`config.mk`:
```
export PLATFORM = sky130hd
export DESIGN_NAME = cascade_irq_encoder
export DESIGN_NICKNAME = d
export VERILOG_FILES = /design/src/rtl/irq_enc_pkg.sv /design/src/rtl/irq_prio_pick.sv /design/src/rtl/irq_enc_ctrl.sv /design/src/rtl/irq_enc_datapath.sv /design/src/rtl/cascade_irq_encoder.sv
export SDC_FILE = /design/constraint.sdc
export NUM_CORES = 1
export LEC_CHECK = 0
export ABC_CLOCK_PERIOD_IN_PS = 2500
export BUFFER_PORTS_ARGS = -buffer_cell sky130_fd_sc_hd__buf_2
export CELL_PAD_IN_SITES_DETAIL_PLACEMENT = 0
export CELL_PAD_IN_SITES_GLOBAL_PLACEMENT = 2
export CORE_MARGIN = 1
export CORE_UTILIZATION = 33
export CTS_BUF_LIST = sky130_fd_sc_hd__clkbuf_8
export DETAILED_ROUTE_END_ITERATION = 8
export PLACE_DENSITY = 0.8
export SLEW_MARGIN = 10
export SYNTH_ARGS = -nofsm -noshare
export SYNTH_HDL_FRONTEND = slang
export SYNTH_SLANG_ARGS = --single-unit
```
`constraint.sdc`:
```
create_clock -name clk -period 2.5 [get_ports clk]
set_clock_uncertainty 0.1 [all_clocks]
set_input_delay 0.375 -clock clk [delete_from_list [all_inputs] [get_ports clk]]
set_output_delay 0.375 -clock clk [all_outputs]
set_load 0.02 [all_outputs]
```
`src/rtl/irq_enc_pkg.sv`:
```
package irq_enc_pkg;

  typedef enum logic [2:0] {
    ADDR_CRIT_MASK = 3'd0,
    ADDR_MAIN_MASK = 3'd1,
    ADDR_PERI_MASK = 3'd2,
    ADDR_DMA_MASK  = 3'd3,
    ADDR_DMA_PEND  = 3'd4
  } regAddr_e;

  typedef struct packed {
    logic wrCrit;
    logic wrMain;
    logic wrPeri;
    logic wrDmaMask;
    logic clrDmaPend;
  } regStrobe_t;

  localparam int STATUS_W      = 32;
  localparam int CRIT_FLAG_BIT = 10;
  localparam int CRIT_IDX_LSB  = 8;
  localparam int MAIN_FLAG_BIT = 21;
  localparam int MAIN_IDX_LSB  = 16;
  localparam int PERI_FLAG_BIT = 29;
  localparam int PERI_IDX_LSB  = 24;

endpackage

```
`src/rtl/irq_prio_pick.sv`:
```
module irq_prio_pick #(
  parameter int N  = 8,
  parameter int IW = (N > 1) ? $clog2(N) : 1
) (
  input  logic [N-1:0]  req,
  output logic          any,
  output logic [IW-1:0] idx
);
  // Lowest-numbered set bit wins: scan downward so the last hit is the lowest.
  always_comb begin
    idx = '0;
    for (int i = N - 1; i >= 0; i--) begin
      if (req[i]) idx = IW'(i);
    end
  end

  assign any = |req;
endmodule

```
`src/rtl/irq_enc_ctrl.sv`:
```
module irq_enc_ctrl
  import irq_enc_pkg::*;
(
  input  logic       regWe,
  input  logic [2:0] regAddr,
  output regStrobe_t strobe
);
  always_comb begin
    strobe = '0;
    if (regWe) begin
      unique case (regAddr)
        ADDR_CRIT_MASK: strobe.wrCrit     = 1'b1;
        ADDR_MAIN_MASK: strobe.wrMain     = 1'b1;
        ADDR_PERI_MASK: strobe.wrPeri     = 1'b1;
        ADDR_DMA_MASK:  strobe.wrDmaMask  = 1'b1;
        ADDR_DMA_PEND:  strobe.clrDmaPend = 1'b1;
        default:        strobe = '0;
      endcase
    end
  end
endmodule

```
`src/rtl/irq_enc_datapath.sv`:
```
module irq_enc_datapath
  import irq_enc_pkg::*;
#(
  parameter int CRIT_N    = 4,
  parameter int MAIN_N    = 17,
  parameter int PERI_N    = 32,
  parameter int DMA_N     = 32,
  parameter int REG_W     = 32,
  parameter int PERI_HI_N = 4,
  parameter int CRIT_CASC = 2,
  parameter int MAIN_CASC = 4,
  localparam int CRIT_IW  = $clog2(CRIT_N),
  localparam int MAIN_IW  = $clog2(MAIN_N),
  localparam int PERI_IW  = $clog2(PERI_N)
) (
  input  logic              clk,
  input  logic              rst,
  input  regStrobe_t        strobe,
  input  logic [REG_W-1:0]  wrData,
  input  logic [2:0]        rdAddr,
  input  logic [CRIT_N-1:0] critReq,
  input  logic [MAIN_N-1:0] mainReq,
  input  logic [PERI_N-1:0] periReq,
  input  logic [DMA_N-1:0]  dmaReq,
  output logic [REG_W-1:0]  rdData,
  output logic [STATUS_W-1:0] statusWord,
  output logic              cpuIrq
);
  logic [REG_W-1:0] critMask, mainMask, periMask;
  logic [DMA_N-1:0] dmaMask, dmaPend;

  always_ff @(posedge clk) begin
    if (rst) begin
      critMask <= '1;
      mainMask <= '1;
      periMask <= '1;
      dmaMask  <= '1;
      dmaPend  <= '0;
    end else begin
      if (strobe.wrCrit)    critMask <= wrData;
      if (strobe.wrMain)    mainMask <= wrData;
      if (strobe.wrPeri)    periMask <= wrData;
      if (strobe.wrDmaMask) dmaMask  <= wrData[DMA_N-1:0];
      dmaPend <= (dmaPend & ~(strobe.clrDmaPend ? wrData[DMA_N-1:0] : '0)) | dmaReq;
    end
  end

  always_comb begin
    unique case (rdAddr)
      ADDR_CRIT_MASK: rdData = critMask;
      ADDR_MAIN_MASK: rdData = mainMask;
      ADDR_PERI_MASK: rdData = periMask;
      ADDR_DMA_MASK:  rdData = REG_W'(dmaMask);
      ADDR_DMA_PEND:  rdData = REG_W'(dmaPend);
      default:        rdData = '0;
    endcase
  end

  // Cascade slots replace these raw inputs.
  logic unusedCascIn;
  assign unusedCascIn = ^{critReq[CRIT_CASC], mainReq[MAIN_CASC], periReq[0]};

  logic              dmaAny;
  logic [PERI_N-1:0] periEff;
  logic [CRIT_N-1:0] critEff;
  logic [MAIN_N-1:0] mainEff;
  logic              periHi, periLo;

  assign dmaAny = |(dmaPend & ~dmaMask);

  for (genvar g = 0; g < PERI_N; g++) begin : g_peri
    if (g == 0) begin : g_casc
      assign periEff[g] = dmaAny & ~periMask[REG_W-1-g];
    end else begin : g_raw
      assign periEff[g] = periReq[g] & ~periMask[REG_W-1-g];
    end
  end

  assign periHi = |periEff[PERI_HI_N-1:0];
  assign periLo = |periEff[PERI_N-1:PERI_HI_N];

  for (genvar g = 0; g < CRIT_N; g++) begin : g_crit
    if (g == CRIT_CASC) begin : g_casc
      assign critEff[g] = periHi & ~critMask[CRIT_N-1-g];
    end else begin : g_raw
      assign critEff[g] = critReq[g] & ~critMask[CRIT_N-1-g];
    end
  end

  for (genvar g = 0; g < MAIN_N; g++) begin : g_main
    if (g == MAIN_CASC) begin : g_casc
      assign mainEff[g] = periLo & ~mainMask[MAIN_N-1-g];
    end else begin : g_raw
      assign mainEff[g] = mainReq[g] & ~mainMask[MAIN_N-1-g];
    end
  end

  logic               critAny, mainAny, periAny;
  logic [CRIT_IW-1:0] critIdx;
  logic [MAIN_IW-1:0] mainIdx;
  logic [PERI_IW-1:0] periIdx;

  irq_prio_pick #(.N(CRIT_N)) u_critPick (.req(critEff), .any(critAny), .idx(critIdx));
  irq_prio_pick #(.N(MAIN_N)) u_mainPick (.req(mainEff), .any(mainAny), .idx(mainIdx));
  irq_prio_pick #(.N(PERI_N)) u_periPick (.req(periEff), .any(periAny), .idx(periIdx));

  logic [STATUS_W-1:0] statusNext;
  always_comb begin
    statusNext = '0;
    statusNext[CRIT_FLAG_BIT] = critAny;
    statusNext[MAIN_FLAG_BIT] = mainAny;
    statusNext[PERI_FLAG_BIT] = periAny;
    statusNext[CRIT_IDX_LSB +: CRIT_IW] = critIdx;
    statusNext[MAIN_IDX_LSB +: MAIN_IW] = mainIdx;
    statusNext[PERI_IDX_LSB +: PERI_IW] = periIdx;
  end

  always_ff @(posedge clk) begin
    if (rst) begin
      statusWord <= '0;
      cpuIrq     <= 1'b0;
    end else begin
      statusWord <= statusNext;
      cpuIrq     <= critAny | mainAny | periAny;
    end
  end
endmodule

```
`src/rtl/cascade_irq_encoder.sv`:
```
module cascade_irq_encoder
  import irq_enc_pkg::*;
#(
  parameter int CRIT_N    = 4,
  parameter int MAIN_N    = 17,
  parameter int PERI_N    = 32,
  parameter int DMA_N     = 32,
  parameter int REG_W     = 32,
  parameter int PERI_HI_N = 4,
  parameter int CRIT_CASC = 2,
  parameter int MAIN_CASC = 4
) (
  input  logic              clk,
  input  logic              rst,
  input  logic [CRIT_N-1:0] critReq,
  input  logic [MAIN_N-1:0] mainReq,
  input  logic [PERI_N-1:0] periReq,
  input  logic [DMA_N-1:0]  dmaReq,
  input  logic              regWe,
  input  logic [2:0]        regAddr,
  input  logic [REG_W-1:0]  regWdata,
  output logic [REG_W-1:0]  regRdata,
  output logic [STATUS_W-1:0] statusWord,
  output logic              cpuIrq
);
  regStrobe_t strobe;

  irq_enc_ctrl u_ctrl (
    .regWe  (regWe),
    .regAddr(regAddr),
    .strobe (strobe)
  );

  irq_enc_datapath #(
    .CRIT_N(CRIT_N), .MAIN_N(MAIN_N), .PERI_N(PERI_N), .DMA_N(DMA_N),
    .REG_W(REG_W), .PERI_HI_N(PERI_HI_N), .CRIT_CASC(CRIT_CASC), .MAIN_CASC(MAIN_CASC)
  ) u_dp (
    .clk       (clk),
    .rst       (rst),
    .strobe    (strobe),
    .wrData    (regWdata),
    .rdAddr    (regAddr),
    .critReq   (critReq),
    .mainReq   (mainReq),
    .periReq   (periReq),
    .dmaReq    (dmaReq),
    .rdData    (regRdata),
    .statusWord(statusWord),
    .cpuIrq    (cpuIrq)
  );
endmodule

```
==> impl_table.tex, run 1 <==
\begin{tabular}{lr}
\hline
Metric & Value \\
\hline
\multicolumn{2}{l}{\textbf{Status}} \\
\quad Status & finished, final reports clean \\
\multicolumn{2}{l}{\textbf{Synthesis}} \\
\quad Main synth FF type & sky130\_fd\_sc\_hd\_\_dfxtp\_1 \\
\quad Number of different library cells in the post-synthesis netlist & 59 \\
\quad Synth Area per Inst & $\sim$8.2 µm² \\
\quad Post-synthesis register bit count & 176 \\
\quad Number of warning messages in the yosys log & 0 \\
\quad Post-synth top area share & 0.413 \\
\quad Most numerous cell types in the synthesized netlist & sky130\_fd\_sc\_hd\_\_nand2\_1, sky130\_fd\_sc\_hd\_\_dfxtp\_1, sky130\_fd\_sc\_hd\_\_a211o\_1 \\
\quad Cell Area, Synth & between 8000 and 9000 µm² \\
\quad Dominant cell by count in the synthesized netlist & sky130\_fd\_sc\_hd\_\_nand2\_1 \\
\quad Post-synthesis instance total & 1,037 \\
\quad Sequential element share of the synthesized area & 0.413 \\
\quad Top cells by area, synth & sky130\_fd\_sc\_hd\_\_dfxtp\_1, sky130\_fd\_sc\_hd\_\_nand2\_1, sky130\_fd\_sc\_hd\_\_a211o\_1 \\
\quad Number of enable flip-flop cells after synthesis & 0 \\
\quad Share of async-settable or async-resettable flops after synthesis & 0 \\
\quad Yosys top cell by area & sky130\_fd\_sc\_hd\_\_dfxtp\_1 \\
\multicolumn{2}{l}{\textbf{Place}} \\
\quad RePlAce Congestion & $\sim$0.80 \\
\quad Area of placed instances & just under 10,000 µm² \\
\quad Inst Count DP & between 1,000 and 1,500 \\
\quad Half-perimeter wire length after detailed placement & between 20,000 and 25,000 µm \\
\quad IO buf count & around 170 \\
\multicolumn{2}{l}{\textbf{Worst setup path}} \\
\quad Startpoint of the worst setup timing path & u\_dp.periMask[22]\$\_SDFFE\_PP1P\_ \\
\quad Worst EP required & 2750 ps \\
\quad Worst-path maximum fanout & 4 \\
\quad Worst Setup End Kind & register \\
\quad Startpoint of the worst register-to-register path & u\_dp.periMask[22]\$\_SDFFE\_PP1P\_ \\
\quad Launching element type of the critical path & register \\
\quad Data arrival time of the worst path & 2570 ps \\
\quad Class of the most critical setup path & reg -> reg \\
\multicolumn{2}{l}{\textbf{Global routing}} \\
\quad Met1 capacity usage during global routing & 0.338 \\
\quad Pin count of the biggest net entering global routing & between 90 and 100 \\
\quad Global-route wire length before repair & approximately 45,000 µm \\
\quad GRT Max-Usage Layer & met2 \\
\quad Antenna violations before repair & 3 \\
\quad Global-route met2 utilization & 0.348 \\
\quad Total global-route track usage & 0.229 \\
\quad Total grt overflow & 0 \\
\quad Met3 capacity usage during global routing & 0.0369 \\
\quad Number of global-route vias before repair & roughly 7,400 \\
\multicolumn{2}{l}{\textbf{STA}} \\
\quad Accumulated negative setup slack & 0 ps \\
\quad Final hold violation count & 0 \\
\quad Actual transition at the worst max-transition pin & between 500 and 600 ps \\
\quad Fin Hold WS & about 22 ps \\
\quad Setup repair after global routing missed its margin & false \\
\quad Post-layout minimum cycle time & between 2000 and 2500 ps \\
\quad Ratio of final minimum period to clock period & 0.931 \\
\quad Final setup fails & 0 \\
\quad Slew Limit Fails & 0 \\
\quad Relative max-transition margin & 0.641 \\
\quad Achievable Freq & $\sim$0.43 GHz \\
\multicolumn{2}{l}{\textbf{Route}} \\
\quad Count of vias placed by the detailed router & 8,001 \\
\quad Antenna violation net count after detailed routing & 0 \\
\quad Total detailed-routing wirelength & 30,200 µm \\
\quad 1st-pass router iterations & 5 \\
\quad Starting DRT DRC Count & between 700 and 800 \\
\quad Average vias per placed instance & just over 5 \\
\quad Number of remaining DRC errors & 0 \\
\quad Drt wl/cell & $\sim$19 µm \\
\multicolumn{2}{l}{\textbf{Floorplan}} \\
\quad Die Outline Area & around 27,000 µm² \\
\quad IO Pins & 188 \\
\quad Starting density of the core & 0.338 \\
\quad Core region area & about 25,000 µm² \\
\quad Die W & 163 µm \\
\quad Die H & around 160 µm \\
\quad Row cnt & between 50 and 60 \\
\multicolumn{2}{l}{\textbf{Job}} \\
\quad Count of maximum capacitance violations & 0 \\
\multicolumn{2}{l}{\textbf{Final layout}} \\
\quad Final Net Count & approximately 1,300 \\
\quad Fillers & 2,656 \\
\quad Post-layout util & 0.416 \\
\quad Layout-stage area growth over the synthesis result & 23.1\% \\
\quad Area of all placed cells without fillers & around 11,000 µm² \\
\quad Number of standard cells in the final layout excluding fillers & between 1,500 and 2,000 \\
\quad Fraction of layout instances using a drive strength above 1 & 0.200 \\
\multicolumn{2}{l}{\textbf{Hold path}} \\
\quad Type of the tightest min-delay check & in -> reg \\
\quad Launch instance of the worst min-delay path & dmaReq[29] \\
\multicolumn{2}{l}{\textbf{Clocking}} \\
\quad Level count of the clock H-tree & 4 \\
\quad Clock latency on the worst-skew pair & about 470 ps \\
\quad Resized cells post-CTS & 0 \\
\quad Number of buffers between clock root and the deepest sink & 2 \\
\quad Clock-pin slew on the worst setup and hold paths & about 100 ps \\
\quad Number of hold buffers added after CTS & 24 \\
\quad Buffers inserted by post-CTS timing repair & 0 \\
\quad Inserted Clock Buffers & 17 \\
\quad Clock tree root buffer cell & sky130\_fd\_sc\_hd\_\_clkbuf\_8 \\
\quad TritonCTS clock tree & yes \\
\quad Sink count of the clock tree & $\sim$180 \\
\multicolumn{2}{l}{\textbf{Pwr}} \\
\quad Static leakage & around 4.7 nW \\
\quad Pwr dens & 620 nW/µm² \\
\quad Worst IR Drop VDD & 330 µV \\
\hline
\end{tabular}
sequential cells by signal (all words and copies together) (netlist names):
| register | count |
|---|---|
| u_dp.cpuIrq | 1 |
| u_dp.critMask | 32 |
| u_dp.dmaMask | 32 |
| u_dp.dmaPend | 32 |
| u_dp.mainMask | 32 |
| u_dp.periMask | 32 |
| u_dp.statusWord | 15 |
layout by cell type, fill, tap and decap left out, drive strengths merged, types with 3 or more instances in the layout:
| cell | synthesis | final |
|---|---|---|
| nand2 | 207 | 207 |
| buf | 29 | 196 |
| dfxtp | 176 | 176 |
| a211o | 69 | 69 |
| nand3b | 62 | 62 |
| nor2b | 53 | 53 |
| nor2 | 47 | 47 |
| a21oi | 44 | 44 |
| inv | 36 | 40 |
| nand2b | 39 | 39 |
| o21ai | 38 | 38 |
| and3 | 33 | 33 |
| mux2i | 31 | 31 |
| a221o | 31 | 31 |
| dlygate4sd3 | 0 | 24 |
| clkbuf | 57 | 18 |
| conb | 1 | 17 |
| o22ai | 13 | 13 |
| nor3 | 10 | 10 |
| nor4 | 6 | 6 |
| nand4 | 5 | 5 |
| bufinv | 0 | 5 |
| nand3 | 4 | 4 |
| o2111ai | 3 | 3 |
| o21bai | 3 | 3 |
| a221oi | 3 | 3 |
| clkinv | 0 | 3 |
| nor3b | 3 | 3 |
| and2 | 3 | 3 |
stage by stage:
stage | power, mW | setup slack (ps)
finish | 6.52 | 174
global route | 6.79 | 19.4
CTS | 6.57 | 183
detailed placement | 4.15 | 49.8
global placement | 4.14 | 98.1
floorplan | 3.71 | 296
cell families (layout without fill, tap and decap cells):
| group | count (synthesis) | in the layout | share of synthesized area |
|---|---|---|---|
| mux | 32 | 32 | 0.0390 |
| buf+inv | 122 | 288 | 0.0620 |
| other cells | 1 | 19 | 0.000439 |
| compound gates | 225 | 225 | 0.195 |
| flops | 176 | 176 | 0.413 |
| simple gates | 481 | 481 | 0.290 |
power by group:
group | total, mW | switching (mW) | internal [mW]
Combinational | 1.08 | 0.632 | 0.444
Sequential | 3.04 | 0.104 | 2.94
Clock | 2.40 | 1.17 | 1.23
final timing paths:
| path | end | cells after the start | slack (ps) |
|---|---|---|---|
| min reg2reg | u_dp.critMask[28]$_SDFFE_PP1P_ | 1 | 370 |
| max reg2reg | u_dp.cpuIrq$_SDFF_PP0_ | 7 | 170 |
| min | u_dp.dmaPend[29]$_SDFF_PP0_ | 3 | 20 |
| max | u_dp.cpuIrq$_SDFF_PP0_ | 7 | 170 |
critical path, cell delays in order, from the launching register on:
cell and delay, ps:
sky130_fd_sc_hd__dfxtp_1 390, sky130_fd_sc_hd__nor2b_1 100, sky130_fd_sc_hd__or4_4 590, sky130_fd_sc_hd__nor3_4 240, sky130_fd_sc_hd__a21oi_2 150, sky130_fd_sc_hd__nor4_1 310, sky130_fd_sc_hd__buf_4 210, sky130_fd_sc_hd__a41oi_1 100
layout make-up:
| class | count | area [µm²] | area share |
|---|---|---|---|
| multi-input cells | 755 | 4570 | 0.434 |
| flip-flops and latches | 176 | 3520 | 0.335 |
| well taps | 330 | 413 | 0.0393 |
| diodes | 2 | 5.00 | 0.000476 |
| clock buffers | 18 | 248 | 0.0236 |
| clock inverters | 14 | 226 | 0.0215 |
| inverters | 36 | 135 | 0.0129 |
| repair buffers | 220 | 1400 | 0.133 |
per-layer routing:
layer,wire [µm],share of wire,vias to the layer above
li1,-,-,3941
met1,15100,0.50,3808
met2,13200,0.44,239
met3,1640,0.054,13
met4,189,0.0063,0
met5,0,0,-
No activity file was read; power rests on OpenSTA's default activity.
==> inputs of run 2 (changes only) <==
Settings changed: ABC_CLOCK_PERIOD_IN_PS 2500 to 2200.
Clock period 2.5 ns to 2.2 ns, I/O delays scaled along.
==> impl_table.tex, run 2 (synthesis results as in run 1) <==
\begin{tabular}{lr}
\hline
Metric & Value \\
\hline
\multicolumn{2}{l}{\textbf{STA}} \\
\quad Post-layout minimum cycle time & around 2100 ps \\
\quad Final setup fails & 0 (unchanged) \\
\quad Accumulated negative setup slack & 0 ps (unchanged) \\
\quad Final hold violation count & 0 (unchanged) \\
\quad Slew Limit Fails & 0 (unchanged) \\
\quad Achievable Freq & 0.469 GHz \\
\quad Ratio of final minimum period to clock period & 0.969 \\
\multicolumn{2}{l}{\textbf{Worst setup path}} \\
\quad Data arrival time of the worst path & 1700 ps (was 2570 ps) \\
\quad Count of buffering cells on the critical path with inverters included & 2 (was 1) \\
\quad Crit path max-delay cell type & sky130\_fd\_sc\_hd\_\_dfxtp\_1 (was sky130\_fd\_sc\_hd\_\_or4\_4) \\
\quad Largest stage delay, worst path & 360 ps (was 590 ps) \\
\quad Launching element type of the critical path & register (unchanged) \\
\quad Critical path cell sequence & buf\_4 > nand2\_1 > o21ai\_0 > a221o\_1 > buf\_2 (was nor2b\_1 > or4\_4 > nor3\_4 > a21oi\_2 > nor4\_1 > buf\_4 > a41oi\_1) \\
\quad Worst-path maximum fanout & 2 (was 4) \\
\quad Family of cells with the greatest summed delay on the critical path & compound AO/OA/AOI/OAI gates (was simple AND/OR/NAND/NOR gates) \\
\quad Worst EP required & 1770 ps (was 2750 ps) \\
\quad Worst Setup End Kind & output pin (was register) \\
\quad Class of the most critical setup path & reg -> out (was reg -> reg) \\
\quad Minimum setup slack among reg-to-reg paths & 100 ps (was 170 ps) \\
\multicolumn{2}{l}{\textbf{Pwr}} \\
\quad Worst IR Drop VDD & 271 µV (was 330 µV) \\
\quad Pwr dens & 644 nW/µm² (was 620 nW/µm²) \\
\quad Static leakage & 4.88 nW (was 4.72 nW) \\
\multicolumn{2}{l}{\textbf{Floorplan}} \\
\quad Die Outline Area & 26,500 µm² (unchanged) \\
\quad Row cnt & 58 (unchanged) \\
\quad Die W & 163 µm (unchanged) \\
\quad Die H & 163 µm (unchanged) \\
\quad Core region area & 25,300 µm² (unchanged) \\
\quad IO Pins & 188 (unchanged) \\
\quad Starting density of the core & 0.338 (unchanged) \\
\multicolumn{2}{l}{\textbf{Clocking}} \\
\quad Sink count of the clock tree & 176 (unchanged) \\
\quad Number of buffers between clock root and the deepest sink & 2 (unchanged) \\
\quad Level count of the clock H-tree & 4 (unchanged) \\
\quad TritonCTS clock tree & yes (unchanged) \\
\quad Clock latency on the worst-skew pair & 480 ps (was 470 ps) \\
\quad Clock tree root buffer cell & sky130\_fd\_sc\_hd\_\_clkbuf\_8 (unchanged) \\
\quad Inserted Clock Buffers & 17 (unchanged) \\
\quad Clock-pin slew on the worst setup and hold paths & 110 ps (was 100 ps) \\
\multicolumn{2}{l}{\textbf{Route}} \\
\quad Antenna violation net count after detailed routing & 0 (unchanged) \\
\quad 1st-pass router iterations & 7 (was 5) \\
\quad Starting DRT DRC Count & 734 (was 723) \\
\quad Total detailed-routing wirelength & 30,700 µm (was 30,200 µm) \\
\quad Drt wl/cell & 19.2 µm (was 19.4 µm) \\
\quad Average vias per placed instance & 5.22 (was 5.16) \\
\quad Count of vias placed by the detailed router & 8,320 (was 8,001) \\
\quad Number of remaining DRC errors & 0 (unchanged) \\
\multicolumn{2}{l}{\textbf{Final layout}} \\
\quad Fraction of layout instances using a drive strength above 1 & 0.226 (was 0.200) \\
\quad Layout-stage area growth over the synthesis result & 26.6\% (was 23.1\%) \\
\quad Post-layout util & 0.428 (was 0.416) \\
\quad Most frequent cells in the layout & sky130\_fd\_sc\_hd\_\_nand2\_1, sky130\_fd\_sc\_hd\_\_dfxtp\_1, sky130\_fd\_sc\_hd\_\_buf\_2, sky130\_fd\_sc\_hd\_\_a211o\_1, sky130\_fd\_sc\_hd\_\_nand3b\_1 (unchanged) \\
\quad Antenna fix cells & 0 (was 2) \\
\quad Final Net Count & 1,373 (was 1,329) \\
\quad Fillers & 2,600 (was 2,656) \\
\quad Commonest non-fill, non-tap cell in the layout & sky130\_fd\_sc\_hd\_\_nand2\_1 (unchanged) \\
\multicolumn{2}{l}{\textbf{Hold path}} \\
\quad Type of the tightest min-delay check & in -> reg (unchanged) \\
\multicolumn{2}{l}{\textbf{Global routing}} \\
\quad Total global-route track usage & 0.233 (was 0.229) \\
\quad Pin count of the biggest net entering global routing & 44 (was 93) \\
\quad Global-route wire length before repair & 46,100 µm (was 45,100 µm) \\
\quad Antenna violations before repair & 0 (was 3) \\
\quad Number of global-route vias before repair & 7,688 (was 7,441) \\
\quad Total grt overflow & 0 (unchanged) \\
\multicolumn{2}{l}{\textbf{Place}} \\
\quad IO buf count & 167 (unchanged) \\
\quad Half-perimeter wire length after detailed placement & 22,600 µm (was 21,700 µm) \\
\quad RePlAce Congestion & 0.811 (was 0.802) \\
\multicolumn{2}{l}{\textbf{Status}} \\
\quad Status & finished, final reports clean (unchanged) \\
\multicolumn{2}{l}{\textbf{Job}} \\
\quad Count of maximum capacitance violations & 0 (unchanged) \\
\hline
\end{tabular}
[run 2: cell count changes in the layout (fill, tap and decap cells not counted), moves of 2 or more]
cell / change
sky130_fd_sc_hd__diode_2: -2
sky130_fd_sc_hd__clkinv_2: +2
sky130_fd_sc_hd__o21ai_1: +2
sky130_fd_sc_hd__o21ai_0: -2
sky130_fd_sc_hd__dfxtp_2: +3
sky130_fd_sc_hd__buf_4: +33
sky130_fd_sc_hd__nor4_1: -2
sky130_fd_sc_hd__bufinv_16: -4
sky130_fd_sc_hd__nor4_2: +2
sky130_fd_sc_hd__clkinvlp_4: +4
sky130_fd_sc_hd__dfxtp_1: -3
sky130_fd_sc_hd__dlygate4sd3_1: +10
[run 2: final cells by class]
cell class                      count  area [µm²]  area share
Multi-Input combinational cell    755        4600       0.425
Sequential cell                   176        3530       0.326
Timing Repair Buffer              264        1760       0.163
Tap cell                          330         413      0.0382
Clock buffer                       17         234      0.0216
Clock inverter                     15         138      0.0127
Inverter                           36         135      0.0125
[run 2: path summary, 6_finish.rpt]
path,startpoint,endpoint,depth (start not counted)
min reg2reg,u_dp.critMask[30]$_SDFFE_PP1P_,u_dp.critMask[30]$_SDFFE_PP1P_,1
min,regWdata[13],u_dp.mainMask[13]$_SDFFE_PP1P_,2
max,u_dp.dmaPend[11]$_SDFF_PP0_,regRdata[11],5
max reg2reg,u_dp.periMask[5]$_SDFFE_PP1P_,u_dp.statusWord[16]$_SDFF_PP0_,8
[run 2: what timing repair did]
| item | 4_1_cts | 5_1_grt |
|---|---|---|
| endpoints found under the setup margin | 0 | 7 |
| gates resized for setup | 0 | 10 |
| hold buffers | 34 | 0 |
| buffers inserted | 0 | 0 |
| hold endpoints to repair | 34 | 0 |
[run 2: power breakdown]
group / total (mW) / leakage, nW / switching [mW] / internal (mW)
combinational: 1.30 / 3.27 / 0.744 / 0.557
sequential: 3.45 / 1.44 / 0.115 / 3.34
clock: 2.20 / 0.171 / 1.30 / 0.905
total: 6.96 / 4.88 / 2.15 / 4.80
[run 2: per-stage QoR]
| stage | hold slack, ps | total power [mW] | area (µm²) | std cells | setup slack (ps) |
|---|---|---|---|---|---|
| after floorplan | 331 | 4.21 | 8600 | 1053 | 86.2 |
| after global placement | 344 | 4.76 | 10100 | 1527 | -111 |
| after detailed placement | 347 | 4.77 | 10100 | 1527 | -157 |
| after CTS | 20.0 | 6.99 | 10800 | 1593 | 8.83 |
| after global routing | 23.6 | 7.27 | 10800 | 1593 | -8.43 |
| final | 45.4 | 6.96 | 10800 | 1593 | 68.7 |
[run 2: per-layer routing]
layer | track usage | part of all wire
met1 | 0.343 | 0.49
met5 | 0 | 0
met4 | 0.0573 | 0.014
met3 | 0.0469 | 0.063
met2 | 0.344 | 0.43
[run 2: worst register-to-register path: stages, from the launching register on]
cell and delay, ps:
sky130_fd_sc_hd__dfxtp_1 360, sky130_fd_sc_hd__nor2b_1 230, sky130_fd_sc_hd__nor4_2 90, sky130_fd_sc_hd__buf_4 150
sky130_fd_sc_hd__and4bb_1 230, sky130_fd_sc_hd__buf_4 150, sky130_fd_sc_hd__and2_2 220, sky130_fd_sc_hd__o32a_1 190
sky130_fd_sc_hd__o311a_1 290
==> inputs of run 3 (changes only) <==
Settings changed: CORE_UTILIZATION 33 to 29, PLACE_DENSITY 0.8 to 0.71, REMOVE_ABC_BUFFERS from default to 1.
==> impl_table.tex, run 3 (synthesis results as in run 1) <==
\begin{tabular}{lr}
\hline
Metric & Value \\
\hline
\multicolumn{2}{l}{\textbf{Place}} \\
\quad RePlAce Congestion & 0.795 (was 0.811) \\
\quad Pre-CTS worst setup slack & -102 ps (was -157 ps) \\
\quad IO buf count & 167 (unchanged) \\
\quad Inst Count DP & 1,603 (was 1,527) \\
\quad Area of placed instances & 10,300 µm² (was 10,100 µm²) \\
\quad Half-perimeter wire length after detailed placement & 22,800 µm (was 22,600 µm) \\
\multicolumn{2}{l}{\textbf{Clocking}} \\
\quad Clock latency on the worst-skew pair & 480 ps (about the same) \\
\quad TritonCTS clock tree & yes (unchanged) \\
\quad Level count of the clock H-tree & 4 (unchanged) \\
\quad Number of buffers between clock root and the deepest sink & 2 (unchanged) \\
\quad Inserted Clock Buffers & 17 (unchanged) \\
\quad Clock tree root buffer cell & sky130\_fd\_sc\_hd\_\_clkbuf\_8 (unchanged) \\
\quad Sink count of the clock tree & 176 (unchanged) \\
\quad Clock-pin slew on the worst setup and hold paths & 110 ps (about the same) \\
\multicolumn{2}{l}{\textbf{Worst setup path}} \\
\quad Largest stage delay, worst path & 290 ps (was 360 ps) \\
\quad Minimum setup slack among reg-to-reg paths & 120 ps (was 100 ps) \\
\quad R2R cell count & 7 (was 8) \\
\quad Worst EP required & 1770 ps (about the same) \\
\quad Most prevalent standard cell on the critical path & sky130\_fd\_sc\_hd\_\_buf\_2 \\
\quad Critical register-to-register path endpoint & u\_dp.statusWord[24]\$\_SDFF\_PP0\_ (was u\_dp.statusWord[16]\$\_SDFF\_PP0\_) \\
\quad Data arrival time of the worst path & 1660 ps (was 1700 ps) \\
\quad Launching element type of the critical path & input pin (was register) \\
\quad Critical path cell sequence & buf\_2 > buf\_4 > mux2i\_1 > o21ai\_0 > a221o\_1 > buf\_2 (was buf\_4 > nand2\_1 > o21ai\_0 > a221o\_1 > buf\_2) \\
\quad Startpoint of the worst register-to-register path & u\_dp.dmaMask[20]\$\_SDFFE\_PP1P\_ (was u\_dp.periMask[5]\$\_SDFFE\_PP1P\_) \\
\quad Crit path max-delay cell type & sky130\_fd\_sc\_hd\_\_buf\_4 (was sky130\_fd\_sc\_hd\_\_dfxtp\_1) \\
\quad Class of the most critical setup path & in -> out (was reg -> out) \\
\quad Worst Setup End Kind & output pin (unchanged) \\
\quad Worst-path maximum fanout & 10 (was 2) \\
\multicolumn{2}{l}{\textbf{STA}} \\
\quad Actual transition at the worst max-transition pin & approximately 530 ps \\
\quad Accumulated negative setup slack & 0 ps (unchanged) \\
\quad Setup repair after global routing missed its margin & false \\
\quad Relative max-transition margin & 0.645 \\
\quad Final hold violation count & 0 (unchanged) \\
\quad Final setup fails & 0 (unchanged) \\
\quad Achievable Freq & 0.479 GHz (was 0.469 GHz) \\
\quad Post-layout minimum cycle time & 2090 ps (was 2130 ps) \\
\quad Fin Hold WS & 19.2 ps (was 45.4 ps) \\
\quad Final WS setup & 111 ps (was 68.7 ps) \\
\quad Slew Limit Fails & 0 (unchanged) \\
\quad Ratio of final minimum period to clock period & 0.950 (was 0.969) \\
\multicolumn{2}{l}{\textbf{Status}} \\
\quad Status & finished, final reports clean (unchanged) \\
\multicolumn{2}{l}{\textbf{Floorplan}} \\
\quad Row cnt & 62 (was 58) \\
\quad Die H & 174 µm (was 163 µm) \\
\quad Starting density of the core & 0.296 (was 0.338) \\
\quad Core region area & 28,900 µm² (was 25,300 µm²) \\
\quad Die W & 174 µm (was 163 µm) \\
\quad IO Pins & 188 (unchanged) \\
\quad Die Outline Area & 30,100 µm² (was 26,500 µm²) \\
\multicolumn{2}{l}{\textbf{Pwr}} \\
\quad Pwr dens & 645 nW/µm² (was 644 nW/µm²) \\
\quad Design Power & 7.16 mW (was 6.96 mW) \\
\quad Worst IR Drop VDD & 313 µV (was 271 µV) \\
\quad Static leakage & 5.01 nW (was 4.88 nW) \\
\multicolumn{2}{l}{\textbf{Hold path}} \\
\quad Launch instance of the worst min-delay path & regWdata[5] (was regWdata[13]) \\
\quad Depth of the worst hold-timing path & 2 (unchanged) \\
\quad Type of the tightest min-delay check & in -> reg (unchanged) \\
\quad Endpoint, Worst Hold & u\_dp.mainMask[5]\$\_SDFFE\_PP1P\_ (was u\_dp.mainMask[13]\$\_SDFFE\_PP1P\_) \\
\multicolumn{2}{l}{\textbf{Final layout}} \\
\quad Commonest non-fill, non-tap cell in the layout & sky130\_fd\_sc\_hd\_\_nand2\_1 (unchanged) \\
\quad Post-layout util & 0.384 (was 0.428) \\
\quad Layout-stage area growth over the synthesis result & 29.9\% (was 26.6\%) \\
\quad Area of all placed cells without fillers & 11,100 µm² (was 10,800 µm²) \\
\quad Number of standard cells in the final layout excluding fillers & 1,670 (was 1,593) \\
\quad Most frequent cells in the layout & sky130\_fd\_sc\_hd\_\_nand2\_1, sky130\_fd\_sc\_hd\_\_dfxtp\_1, sky130\_fd\_sc\_hd\_\_buf\_2, sky130\_fd\_sc\_hd\_\_buf\_4, sky130\_fd\_sc\_hd\_\_a211o\_1 (was sky130\_fd\_sc\_hd\_\_nand2\_1, sky130\_fd\_sc\_hd\_\_dfxtp\_1, sky130\_fd\_sc\_hd\_\_buf\_2, sky130\_fd\_sc\_hd\_\_a211o\_1, sky130\_fd\_sc\_hd\_\_nand3b\_1) \\
\quad Fraction of layout instances using a drive strength above 1 & 0.239 (was 0.226) \\
\quad Final Net Count & 1,395 (was 1,373) \\
\multicolumn{2}{l}{\textbf{Route}} \\
\quad Starting DRT DRC Count & 528 (was 734) \\
\quad Antenna violation net count after detailed routing & 0 (unchanged) \\
\quad Average vias per placed instance & 5.00 (was 5.22) \\
\quad Number of remaining DRC errors & 0 (unchanged) \\
\quad Total detailed-routing wirelength & 32,700 µm (was 30,700 µm) \\
\quad 1st-pass router iterations & 5 (was 7) \\
\quad Drt wl/cell & 19.6 µm (was 19.2 µm) \\
\quad Count of vias placed by the detailed router & 8,348 (was 8,320) \\
\multicolumn{2}{l}{\textbf{Global routing}} \\
\quad Pin count of the biggest net entering global routing & 115 (was 44) \\
\quad Total grt overflow & 0 (unchanged) \\
\quad Total global-route track usage & 0.218 (was 0.233) \\
\quad Number of global-route vias before repair & 8,195 (was 7,688) \\
\quad Global-route wire length before repair & 49,600 µm (was 46,100 µm) \\
\quad Antenna violations before repair & 0 (unchanged) \\
\multicolumn{2}{l}{\textbf{Job}} \\
\quad Count of maximum capacitance violations & 0 (unchanged) \\
\hline
\end{tabular}
==> run 3: cell types whose count changed in the layout (fill, tap and decap cells not counted), moves of 2 or more <==
| cell | previous run | this run |
|---|---|---|
| sky130_fd_sc_hd__clkinv_2 | 2 | 0 |
| sky130_fd_sc_hd__buf_4 | 55 | 76 |
| sky130_fd_sc_hd__o21ai_0 | 36 | 38 |
| sky130_fd_sc_hd__o21ai_1 | 2 | 0 |
==> run 3: what timing repair did <==
action | CTS | global route
endpoints found under the hold margin | 34 | 0
setup buffers | 0 | 0
resized for setup | 2 | 6
cloned | 0 | 0
setup endpoints to repair | 3 | 5
hold buffers | 34 | 0
pin swaps | 0 | 1
==> run 3: layer usage <==
| metal | track usage | vias up | part of all wire |
|---|---|---|---|
| li1 | - | 4064 | - |
| met1 | 0.307 | 4011 | 0.49 |
| met2 | 0.352 | 253 | 0.46 |
| met3 | 0.0300 | 20 | 0.046 |
| met4 | 0.0526 | 0 | 0.012 |
| met5 | 0 | - | 0 |
==> run 3: power by group <==
group | leakage, nW | total (mW) | internal [mW] | switching [mW]
clock network | 0.190 | 2.38 | 1.05 | 1.33
registers | 1.44 | 3.45 | 3.34 | 0.106
logic | 3.37 | 1.33 | 0.584 | 0.747
total | 5.01 | 7.16 | 4.98 | 2.18
==> run 3: area by class of cell <==
| cell class | instances | area, µm² |
|---|---|---|
| antenna | 1 | 2.50 |
| clock buffer | 18 | 248 |
| clock inverter | 14 | 154 |
| fill | 3106 | 17800 |
| inverter | 36 | 135 |
| multi-input combinational | 755 | 4600 |
| sequential | 176 | 3530 |
| tap | 384 | 480 |
| timing repair buffer | 286 | 1940 |
==> run 3: worst max-delay path by stage <==
stage                                        start                        endpoint  slack, ps  cells past startpoint
detailed placement                      periReq[9]          u_dp.cpuIrq$_SDFF_PP0_       -100                      7
CTS                 u_dp.periMask[23]$_SDFFE_PP1P_          u_dp.cpuIrq$_SDFF_PP0_         10                      6
global placement        u_dp.dmaPend[3]$_SDFF_PP0_  u_dp.statusWord[27]$_SDFF_PP0_        -50                      8
finish                                  regAddr[1]                    regRdata[26]        110                      6
global route          u_dp.dmaMask[4]$_SDFFE_PP1P_  u_dp.statusWord[24]$_SDFF_PP0_         20                      8
floorplan                               regAddr[0]   u_dp.periMask[0]$_SDFFE_PP1P_      -1490                      4
==> run 3: worst max-delay path, delay by kind of cell <==
| kind | cells | cell delay (ps) |
|---|---|---|
| buffers and inverters | 3 | 710 |
| multiplexers | 1 | 220 |
| AO/OA/AOI/OAI | 2 | 380 |
